===== config.mk =====
export PLATFORM = sky130hd
export DESIGN_NAME = eth_tx_finish
export DESIGN_NICKNAME = d
export VERILOG_FILES = /design/src/rtl/eth_tx_finish.sv
export SDC_FILE = /design/constraint.sdc
export NUM_CORES = 1
export LEC_CHECK = 0
export ABC_AREA = 1
export CAP_MARGIN = 40
export CORE_UTILIZATION = 59
export DETAILED_ROUTE_END_ITERATION = 10
export DONT_BUFFER_PORTS = 1
export PLACE_DENSITY_LB_ADDON = 0.1
export SYNTH_ARGS = -nofsm -noshare
export SYNTH_HDL_FRONTEND = slang
export SYNTH_SLANG_ARGS = --single-unit

===== constraint.sdc =====
create_clock -name clk -period 2.7 [get_ports clk]
set_clock_uncertainty 0.2 [all_clocks]
set_input_delay 0.135 -clock clk [delete_from_list [all_inputs] [get_ports clk]]
set_output_delay 0.135 -clock clk [all_outputs]
set_load 0.03 [all_outputs]

===== src/rtl/eth_tx_finish.sv =====
module eth_tx_finish #(
  parameter int MIN_FRAME = 64,
  parameter int MAX_FRAME = 1536,
  parameter int CW        = 16
) (
  input  logic          clk,
  input  logic          rst_n,
  input  logic          in_valid,
  output logic          in_ready,
  input  logic [7:0]    in_data,
  input  logic          in_last,
  input  logic          in_pad_en,
  input  logic          in_fcs_en,
  output logic          out_valid,
  input  logic          out_ready,
  output logic [7:0]    out_data,
  output logic          out_last,
  output logic [CW-1:0] out_len,
  output logic          out_oversize
);
  localparam logic [CW-1:0] MIN_ALL  = CW'(MIN_FRAME);
  localparam logic [CW-1:0] MIN_DATA = CW'(MIN_FRAME - 4);
  localparam logic [CW-1:0] MAX_LEN  = CW'(MAX_FRAME);
  localparam logic [31:0]   POLY_R   = 32'hEDB88320;

  typedef enum logic [1:0] {S_PASS, S_PAD, S_FCS} st_t;

  st_t           st;
  logic [CW-1:0] cnt;
  logic [31:0]   crc;
  logic          fcs_r, ovf_r;
  logic [1:0]    fidx;

  function automatic logic [31:0] crc_upd(logic [31:0] c, logic [7:0] d);
    logic [31:0] r;
    r = c ^ {24'h0, d};
    for (int b = 0; b < 8; b++)
      r = r[0] ? ((r >> 1) ^ POLY_R) : (r >> 1);
    return r;
  endfunction

  logic [CW-1:0] cnt_inc, tgt_in, tgt_r;
  logic          need_pad, big, pad_done, out_hs;
  logic [31:0]   fcs_val;

  assign cnt_inc  = cnt + 1'b1;
  assign tgt_in   = in_fcs_en ? MIN_DATA : MIN_ALL;
  assign tgt_r    = fcs_r ? MIN_DATA : MIN_ALL;
  assign need_pad = in_pad_en && (cnt_inc < tgt_in);
  assign big      = cnt_inc > MAX_LEN;
  assign pad_done = cnt_inc >= tgt_r;
  assign fcs_val  = ~crc;
  assign out_hs   = out_valid && out_ready;
  assign out_len  = cnt_inc;

  always_comb begin
    out_valid = 1'b1;
    in_ready  = 1'b0;
    out_data  = 8'h00;
    out_last  = 1'b0;
    case (st)
      S_PASS: begin
        out_valid = in_valid;
        in_ready  = out_ready;
        out_data  = in_data;
        out_last  = in_last && !need_pad && !in_fcs_en;
      end
      S_PAD:   out_last = pad_done && !fcs_r;
      S_FCS: begin
        out_data = fcs_val[8*fidx +: 8];
        out_last = (fidx == 2'd3);
      end
      default: out_valid = 1'b0;
    endcase
  end

  assign out_oversize = out_valid && out_last && ((st == S_PASS) ? big : ovf_r);

  always_ff @(posedge clk) begin
    if (!rst_n) begin
      st    <= S_PASS;
      cnt   <= '0;
      crc   <= '1;
      fcs_r <= 1'b0;
      ovf_r <= 1'b0;
      fidx  <= 2'd0;
    end else if (out_hs) begin
      if (out_last) begin
        st   <= S_PASS;
        cnt  <= '0;
        crc  <= '1;
        fidx <= 2'd0;
      end else begin
        cnt <= cnt_inc;
        case (st)
          S_PASS: begin
            crc <= crc_upd(crc, out_data);
            if (in_last) begin
              fcs_r <= in_fcs_en;
              ovf_r <= big;
              st    <= need_pad ? S_PAD : S_FCS;
            end
          end
          S_PAD: begin
            crc <= crc_upd(crc, out_data);
            if (pad_done) st <= S_FCS;
          end
          default: fidx <= fidx + 2'd1;
        endcase
      end
    end
  end
endmodule


Word-level counts from Yosys, hierarchy flattened
Cells that the tools add are included.

word-level totals
  bits in registers = 54
  input port bits = 15
  output and inout bits = 28
  logic and storage cells = 73

cells by class
  $add $sub $neg = 2
  $lt $le $gt $ge = 3
  equal/unequal tests = 6
  shifts and indexed selects = 1
  multiplexer cells = 25
  bitwise operators = 11
  reduce and logical (&&, ||, !) cells = 19

operators by type and width
  cell                                                                                count
  32-bit two-way mux                                                                  10
  13-bit inverter with 14-bit output                                                  8
  32-bit inverter                                                                     1
  32-bit by 6-bit variable part select with 8-bit output                              1
  32-bit by 8-bit bitwise XOR with 32-bit output                                      1
  16-bit by 1-bit adder with 16-bit output (second input constant)                    1
  16-bit by 7-bit greater-or-equal comparator with 1-bit output                       1
  16-bit by 11-bit greater-than comparator with 1-bit output (second input constant)  1
  16-bit by 7-bit less-than comparator with 1-bit output                              1
  16-bit two-way mux                                                                  1
  8-bit case mux with 2 select lines                                                  1
  7-bit two-way mux                                                                   2
  2-bit two-way mux                                                                   6
  4-bit AND reduction                                                                 2
  1-bit logical AND                                                                   7
  3-bit != test (second input constant)                                               2
  2-bit == test (second input constant)                                               2
  2-bit case mux with 2 select lines                                                  1
  2-bit AND reduction                                                                 2
  2-bit OR reduction                                                                  2
  1-bit logical NOT                                                                   3
  1-bit case mux with 3 select lines                                                  1
  3-bit nonzero test                                                                  1
  2-bit by 1-bit adder with 2-bit output (second input constant)                      1
  other kinds (7)                                                                     8

Depth between registers and ports, before layout
Gate-level depths: netlist (run 1).

  depth in word-level cells = 22
  mapped depth = 22
  gate-level depth less buffers = 21

Least setup slack after synthesis (run 1)
OpenSTA, ideal clock, no wires.

  kind = flip-flop to output port
  start = register cnt[2]
  end = output out_oversize
  arrival time = 2,905 ps
  path slack = -540 ps
  stages on the path, launching flop included = 16
  path buffers = 1
  cell sequence = dfxtp_1 nand3_1 nor2_2 xor2_1 ha_1 inv_1 nand2_1 nand2_1 nand3_1 nand2_1 nand3_1 nand2_2 buf_6 inv_1 o21ai_0 nor2_1

on the way
  longest elaborated chain between the ends = 9
  elaborated cells on any way between the ends = 13

RTL lines
  item                                                    line  source
  start, declared                                         29    logic [CW-1:0] cnt;
  start signal, assigned                                  94    cnt <= cnt_inc;
  16-bit by 1-bit adder with 16-bit output (*)            46    assign cnt_inc = cnt + 1'b1;
  named net out_len[5]                                    18    output logic [CW-1:0] out_len,
  16-bit by 7-bit less-than comparator with 1-bit output  49    assign need_pad = in_pad_en && (cnt_inc < tgt_in);
  1-bit logical AND                                       49
  1-bit logical NOT                                       66    out_last = in_last && !need_pad && !in_fcs_en;
  1-bit logical AND (2 in a row)                          66
  1-bit case mux with 3 select lines (*)                  61    case (st)
  named net out_last                                      17    output logic out_last,
  1-bit logical AND (*) (2 in a row)                      77    assign out_oversize = out_valid && out_last && ((st == S_PASS) ? big : ovf_r);
  end, declared                                           19    output logic out_oversize

The timed path passes the listed nets; every way through them passes the cells marked *.

Final worst setup path (run 1)
  start = register cnt[1]
  end = register crc[9]

on the way
  longest elaborated chain between the ends = 9
  elaborated cells on any way between the ends = 12

RTL lines
  item                                                    line  source
  16-bit by 1-bit adder with 16-bit output (*)            46
  16-bit by 7-bit less-than comparator with 1-bit output  49
  1-bit logical AND                                       49
  1-bit logical NOT                                       66
  1-bit logical AND (2 in a row)                          66
  1-bit case mux with 3 select lines (*)                  61
  2-bit nonzero test (no source line)                     -
  2-bit AND reduction (no source line)                    -
  end signal, assigned                                    97    crc <= crc_upd(crc, out_data);
  end signal, assigned                                    105   crc <= crc_upd(crc, out_data);
  end, declared                                           30    logic [31:0] crc;

Mark *: on every way between the ends. The rest lies on a longest branch, timed or not.
A chain may end at the register's enable or synchronous reset.

==> impl_metrics.json, run 1 <==
{
  "ys_async_sr_fraction_pct": 0,
  "synthTopCellsByArea": "nand2_1 (26%), dfxtp_1 (25%), nand3_1 (14%), inv_1 (5.6%), ha_1 (4.4%)",
  "r2r_start": "cnt[1]",
  "place_congestion": 0.933,
  "synth_top_area_share_pct": 25.8,
  "finalSetupViolCount": 56,
  "core_mm2": 0.00691,
  "num_vias": 5450,
  "status": "complete, but fails checks",
  "path_clk_slew_ns": 0.11,
  "crit_buf_inv": 4,
  "wl_per_cell_um": 18.3,
  "synth.most_common_cell": "nand2_1",
  "clk_path_buf_depth": 2,
  "min_period_ns": 3.11,
  "cpMostUsedCell": "nand2_4",
  "io_pins": 43,
  "syn-num-nets": 761,
  "grt_pass1_vias": 4450,
  "yosys.area.top_type": "nand2_1",
  "place_area_mm2": 0.00476,
  "numCtsBuffers": 5,
  "p_leak_nw": 2.83,
  "fmax_mhz": 321,
  "min_path_cells": 4,
  "multi_input_area_mm2": 0.00333,
  "setup-tns-final_ns": -17.94,
  "arrival_ns": 3.18,
  "r2r-end": "crc[9]",
  "cts.sinks": 54,
  "cp_top_family": "simple AND/OR/NAND/NOR gates",
  "layout-drive-gt1-share_pct": 27.5,
  "tightest_slew_ns": 0.875,
  "grt_pass1_wl_um": 20900,
  "power_w": 0.00305,
  "antenna_left": 0,
  "totalWireLength_um": 16200,
  "crit_path_top_delay_cell": "dfxtp_4",
  "ys.flop_type": "dfxtp_1",
  "antenna_found_initial": 0,
  "post-place-ws_ns": -0.135,
  "dr.first_iter.drc_count": 768,
  "start_kind": "flop",
  "post_drt_via_cell_ratio": 6.17,
  "period_share_pct": 115,
  "min_to": "cnt[9]",
  "route.detailed.drc": 0,
  "h-tree-depth": 2,
  "yosysWarnings": 0,
  "hold_class": "primary input to flop",
  "portBuffers": 0,
  "p_seq_share_pct": 31.4,
  "clockPowerShare_pct": 16.5,
  "synth_edf_count": 0,
  "clk-insertion-delay-late_ns": 0.33,
  "finalInstanceArea_mm2": 0.00572,
  "grt_usage_pct": 35.0,
  "worstPathMaxFanout": 8,
  "ff2ff_path_depth": 19,
  "ys_seq_area_share_pct": 25.1,
  "max_slew_margin_pct": 41.3,
  "antenna_cells": 0,
  "drv_slew": 0,
  "crit_required_ns": 2.77,
  "postSynthCellCount": 731,
  "post_synth_num_cell_types": 30,
  "grt_overflow_total": 0,
  "fin_hold_ws_ns": 0.0915,
  "violations": "negative setup slack",
  "cts_tree": "built",
  "fill_cells": 461,
  "rsz0062_at_grt": "yes",
  "fp-row-count": 30,
  "crit_path_end_kind": "flop",
  "max_stage_delay_ns": 0.39,
  "start_util_pct": 62.2,
  "nNetsFinal": 817,
  "synth_seq_cells": 54,
  "swShare_pct": 45.3,
  "postSynthAreaPerCell_um2": 5.88,
  "synth_common_cells": "nand2_1 (295), nand3_1 (119), inv_1 (64)",
  "crit_type": "flop to flop",
  "power.density_mw_per_mm2": 533,
  "area_growth_syn_to_layout_pct": 33.0,
  "die_x_um": 87.4,
  "synthesis.area_mm2": 0.00430,
  "finalHoldViolations": 0,
  "hp-start": "out_ready",
  "dieArea_mm2": 0.00763,
  "timing.final.ws_setup_ns": -0.414,
  "cp_cell_sequence": "ha_4 -> nand2_4 -> nor2_4 -> nand2_2 -> xor2_1 -> inv_2 -> ha_1 -> nor3b_1 -> nand3_1 -> nand2_1 -> nand3_2 -> nand2_2 -> buf_6 -> nand2_4 -> nand2_4 -> buf_12 -> clkbuf_16 -> nand2_1 -> nand3_1",
  "cts_root_buf": "clkbuf_8",
  "firstDrtPassIters": 7,
  "die_h_um": 87.4,
  "p_sw_w": 0.00138,
  "cellInternalPower_w": 0.00167,
  "combPwrFrac_pct": 52.1,
  "regToRegSetupSlack_ns": -0.41,
  "hpwl_um": 8850,
  "seqCellArea_mm2": 0.00109,
  "grt_start_max_net_pins": 36,
  "peakVddDrop_uv": 388,
  "drv_cap": 0
}
## cells by family (layout without fill, tap and decap cells)
| kind of cell | count (synthesis) | count (layout) | share of synthesized area, % |
|---|---|---|---|
| simple gates | 476 | 476 | 47.2 |
| buf+inv | 96 | 153 | 10.1 |
| compound gates | 61 | 61 | 7.25 |
| flops | 54 | 54 | 25.1 |
| xor+xnor | 29 | 29 | 5.91 |
| fa+ha+maj | 15 | 15 | 4.37 |
## cell type report
| cell class | instances | share of cell area, % |
|---|---|---|
| Tap cell | 96 | 2.10 |
| Clock inverter | 2 | 0.219 |
| Timing Repair inverter | 2 | 0.547 |
| Multi-Input combinational cell | 581 | 58.3 |
| Inverter | 68 | 5.06 |
| Clock buffer | 6 | 1.44 |
| Timing Repair Buffer | 75 | 13.2 |
| Sequential cell | 54 | 19.1 |
## power by group through the flow
stage,clock network [W],logic [W],registers (W)
final,0.000502,0.00159,0.000958
after global routing,0.000524,0.00170,0.000963
after CTS,0.000494,0.00131,0.000936
after floorplan,0,0.000964,0.000933
after global placement,0,0.00120,0.000952
after detailed placement,0,0.00123,0.000955
## worst reg2reg max path, stage by stage (launching register included)
cell	delay, ns
dfxtp_4	0.39
ha_4	0.17
nand2_4	0.07
nor2_4	0.11
nand2_2	0.09
xor2_1	0.19
inv_2	0.08
ha_1	0.19
nor3b_1	0.30
nand3_1	0.16
nand2_1	0.10
nand3_2	0.08
nand2_2	0.10
buf_6	0.12
nand2_4	0.05
nand2_4	0.11
buf_12	0.19
clkbuf_16	0.21
nand2_1	0.06
nand3_1	0.09
## state kept, by name, summed over array words and instances (netlist names)
register,flops
crc,32
cnt,16
fidx,2
st,2
fcs_r,1
ovf_r,1
## metrics by stage
| step | util, % | cells |
|---|---|---|
| final | 82.8 | 884 |
| after global placement | 69.0 | 854 |
| after global routing | 82.8 | 884 |
| after floorplan | - | 731 |
| after detailed placement | 69.0 | 854 |
| after CTS | 73.4 | 872 |
## layout by cell type, fill, tap and decap left out, types with 3 or more instances in the layout
master,instances
nand3_1,88
xor2_1,13
clkbuf_8,6
dlygate4sd3_1,3
buf_6,3
xnor2_1,11
inv_2,3
nor2_4,4
nand4_1,8
nor2_2,4
a21oi_1,20
nand3_4,6
nor2_1,23
clkbuf_16,3
nand2_1,256
buf_12,6
o21ai_0,18
a21oi_2,17
ha_1,11
buf_4,57
nand2_2,29
nand2_4,15
clkinvlp_4,3
nand3_2,25
dfxtp_2,4
dfxtp_1,48
inv_1,61
or2_2,12
## timing repair
item                                    CTS  global route
setup buffers                             5             8
cloned                                    2             5
endpoints found under the setup margin   36            56
gates resized for setup                  14           123
pin swaps                                 8            32
hold endpoints to repair                 35             0
hold buffers                              4             0
## routing by layer
layer	share of wire, %	up-vias	GRT usage [%]
met5	0	-	0
met4	5.4	0	11.8
met3	13	126	6.64
met2	43	432	54.2
met1	38	2438	48.6
li1	-	2454	-
## worst max-delay path by stage
stage / slack, ns / to / cells after the start / from
after CTS: -0.17 / out_oversize / 14 / cnt[0]
after floorplan: -0.06 / out_oversize / 17 / cnt[1]
final: -0.41 / crc[9] / 19 / cnt[1]
after global routing: -0.60 / crc[23] / 20 / cnt[1]
after detailed placement: -0.14 / crc[26] / 18 / cnt[1]
after global placement: -0.02 / crc[6] / 20 / cnt[2]
No activity file was read; power rests on OpenSTA's default activity.
==> inputs of run 2 (changes only) <==
--- a/config.mk
+++ b/config.mk
@@ -7,6 +7,7 @@
 export LEC_CHECK = 0
 export ABC_AREA = 1
 export CAP_MARGIN = 40
+export CORE_ASPECT_RATIO = 1.2
 export CORE_UTILIZATION = 59
 export DETAILED_ROUTE_END_ITERATION = 10
 export DONT_BUFFER_PORTS = 1
==> run 2 against run 1 <==
The run still ends with negative setup slack left. Utilization is 0.14 points lower. Largest power group unchanged. Final cell count stayed put. Final area up 0.26%. Maximum frequency is 4.7% higher. Global-route usage is 1.5 points higher. Combinational power shrank 5%. Critical endpoint is now out_oversize.
==> impl_metrics.json, run 2 (synthesis gave the netlist of run 1 again) <==
{
  "crit_required_ns": 2.37,
  "crit_type": "flop to output pin",
  "max_stage_delay_ns": 0.39,
  "io_pins": 43,
  "top_register": "crc",
  "rsz0062_at_grt": "yes",
  "clk-insertion-delay-late_ns": 0.33,
  "top_regs": "crc (32), cnt (16)",
  "hpwl_um": 8810,
  "fill_cells": 439,
  "fin_hold_ws_ns": 0.0432,
  "die_h_um": 95.5,
  "place_congestion": 0.991,
  "clockPowerShare_pct": 19.0,
  "fmax_mhz": 336,
  "combPwrFrac_pct": 49.8,
  "totalWireLength_um": 14700,
  "setup-tns-final_ns": -7.61,
  "cp_top_family": "simple AND/OR/NAND/NOR gates",
  "crit_path_top_delay_cell": "dfxtp_4",
  "power_w": 0.00303,
  "dieArea_mm2": 0.00763,
  "p_seq_share_pct": 31.3,
  "drv_cap": 0,
  "p_sw_w": 0.00129,
  "power.density_mw_per_mm2": 529,
  "cts_root_buf": "clkbuf_8",
  "antenna_cells": 0,
  "core_mm2": 0.00694,
  "wl_per_cell_um": 16.7,
  "finalHoldViolations": 0,
  "dr.first_iter.drc_count": 567,
  "grt_overflow_total": 0,
  "portBuffers": 0,
  "nNetsFinal": 826,
  "antenna_found_initial": 0,
  "period_share_pct": 110,
  "arrival_ns": 2.64,
  "layout-drive-gt1-share_pct": 26.6,
  "swShare_pct": 42.5,
  "fp-row-count": 33,
  "peakVddDrop_uv": 335,
  "min_period_ns": 2.97,
  "p_leak_nw": 2.86,
  "status": "complete, but fails checks",
  "max_slew_margin_pct": 52.0,
  "antenna_left": 0,
  "drv_slew": 0,
  "firstDrtPassIters": 6,
  "route.detailed.drc": 0,
  "h-tree-depth": 2,
  "layout_common_cells": "nand2_1 (268), nand3_1 (90), buf_4 (63), inv_1 (58), dfxtp_1 (48)",
  "start_util_pct": 62.0,
  "grt_pass1_wl_um": 21600,
  "post_drt_via_cell_ratio": 5.94,
  "grt_pass1_vias": 4819,
  "worstPathMaxFanout": 4,
  "crit_buf_inv": 3,
  "clk_path_buf_depth": 2,
  "hold_class": "primary input to flop",
  "largest_reg_flops": 32,
  "die_x_um": 79.9,
  "cellInternalPower_w": 0.00174,
  "area_growth_syn_to_layout_pct": 33.3,
  "violations": "negative setup slack",
  "numCtsBuffers": 5,
  "num_vias": 5252,
  "tightest_slew_ns": 0.716,
  "timing.final.ws_setup_ns": -0.274,
  "final_util_pct": 82.6,
  "cts_tree": "built",
  "layout_commonest_cell": "nand2_1",
  "cp_cell_sequence": "ha_4 -> nand2_4 -> nor2_4 -> nand2_2 -> xor2_1 -> inv_2 -> ha_4 -> or2_4 -> a21oi_2 -> nand2_1 -> nand2_1 -> nand3_2 -> nand2_4 -> buf_12 -> clkinvlp_4 -> o21ai_4 -> nor2_4",
  "crit_path_end_kind": "output pin",
  "cts.sinks": 54,
  "grt_usage_pct": 36.5,
  "grt_start_max_net_pins": 36,
  "path_clk_slew_ns": 0.10,
  "start_kind": "flop",
  "finalSetupViolCount": 56
}
[run 2: layout make-up]
class / instances / area (µm²) / area share [%]
multi-input combinational: 581 / 3260 / 56.9
sequential: 54 / 1090 / 19.1
timing repair buffer: 86 / 883 / 15.4
inverter: 68 / 275 / 4.80
tap: 87 / 109 / 1.90
clock buffer: 6 / 72.6 / 1.27
clock inverter: 2 / 37.5 / 0.655
[run 2: worst paths after layout]
| path | startpoint | endpoint | slack [ns] | depth (start not counted) |
|---|---|---|---|---|
| max | cnt[1] | out_oversize | -0.27 | 17 |
| min | out_ready | cnt[6] | 0.04 | 4 |
| max reg2reg | cnt[1] | crc[22] | -0.22 | 20 |
| min reg2reg | cnt[4] | cnt[4] | 0.30 | 2 |
[run 2: power groups by stage]
stage | Clock, W | Combinational, W | Sequential [W]
finish | 0.000575 | 0.00151 | 0.000947
global route | 0.000601 | 0.00166 | 0.000956
CTS | 0.000569 | 0.00131 | 0.000936
detailed placement | 0 | 0.00125 | 0.000953
global placement | 0 | 0.00123 | 0.000950
floorplan | 0 | 0.000964 | 0.000933
[run 2: worst min-delay path: stages]
cell and delay, ns:
nand2_1 0.06, buf_4 0.20, nand2_1 0.09, a21oi_2 0.05
[run 2: metrics by stage]
step,instances,cell area [µm²],setup WS [ns]
finish,884,5730,-0.274
global route,884,5730,-0.416
CTS,871,5180,-0.183
detailed placement,852,4790,-0.147
global placement,852,4790,-0.0615
floorplan,731,4390,-0.0579
[run 2: metal layers]
metal	global-route usage, %	up-vias	part of all wire [%]
met1	39.7	2399	35
met5	0	-	0
met4	25.0	0	6.5
met3	5.74	95	7.3
met2	64.7	285	51
li1	-	2473	-
[run 2: what timing repair did]
action / CTS / global route
pin swaps: 18 / 28
resized for setup: 34 / 89
hold buffers: 4 / 0
setup endpoints to repair: 41 / 56
buffers inserted: 5 / 7
gates cloned: 2 / 7
endpoints found under the hold margin: 35 / 0
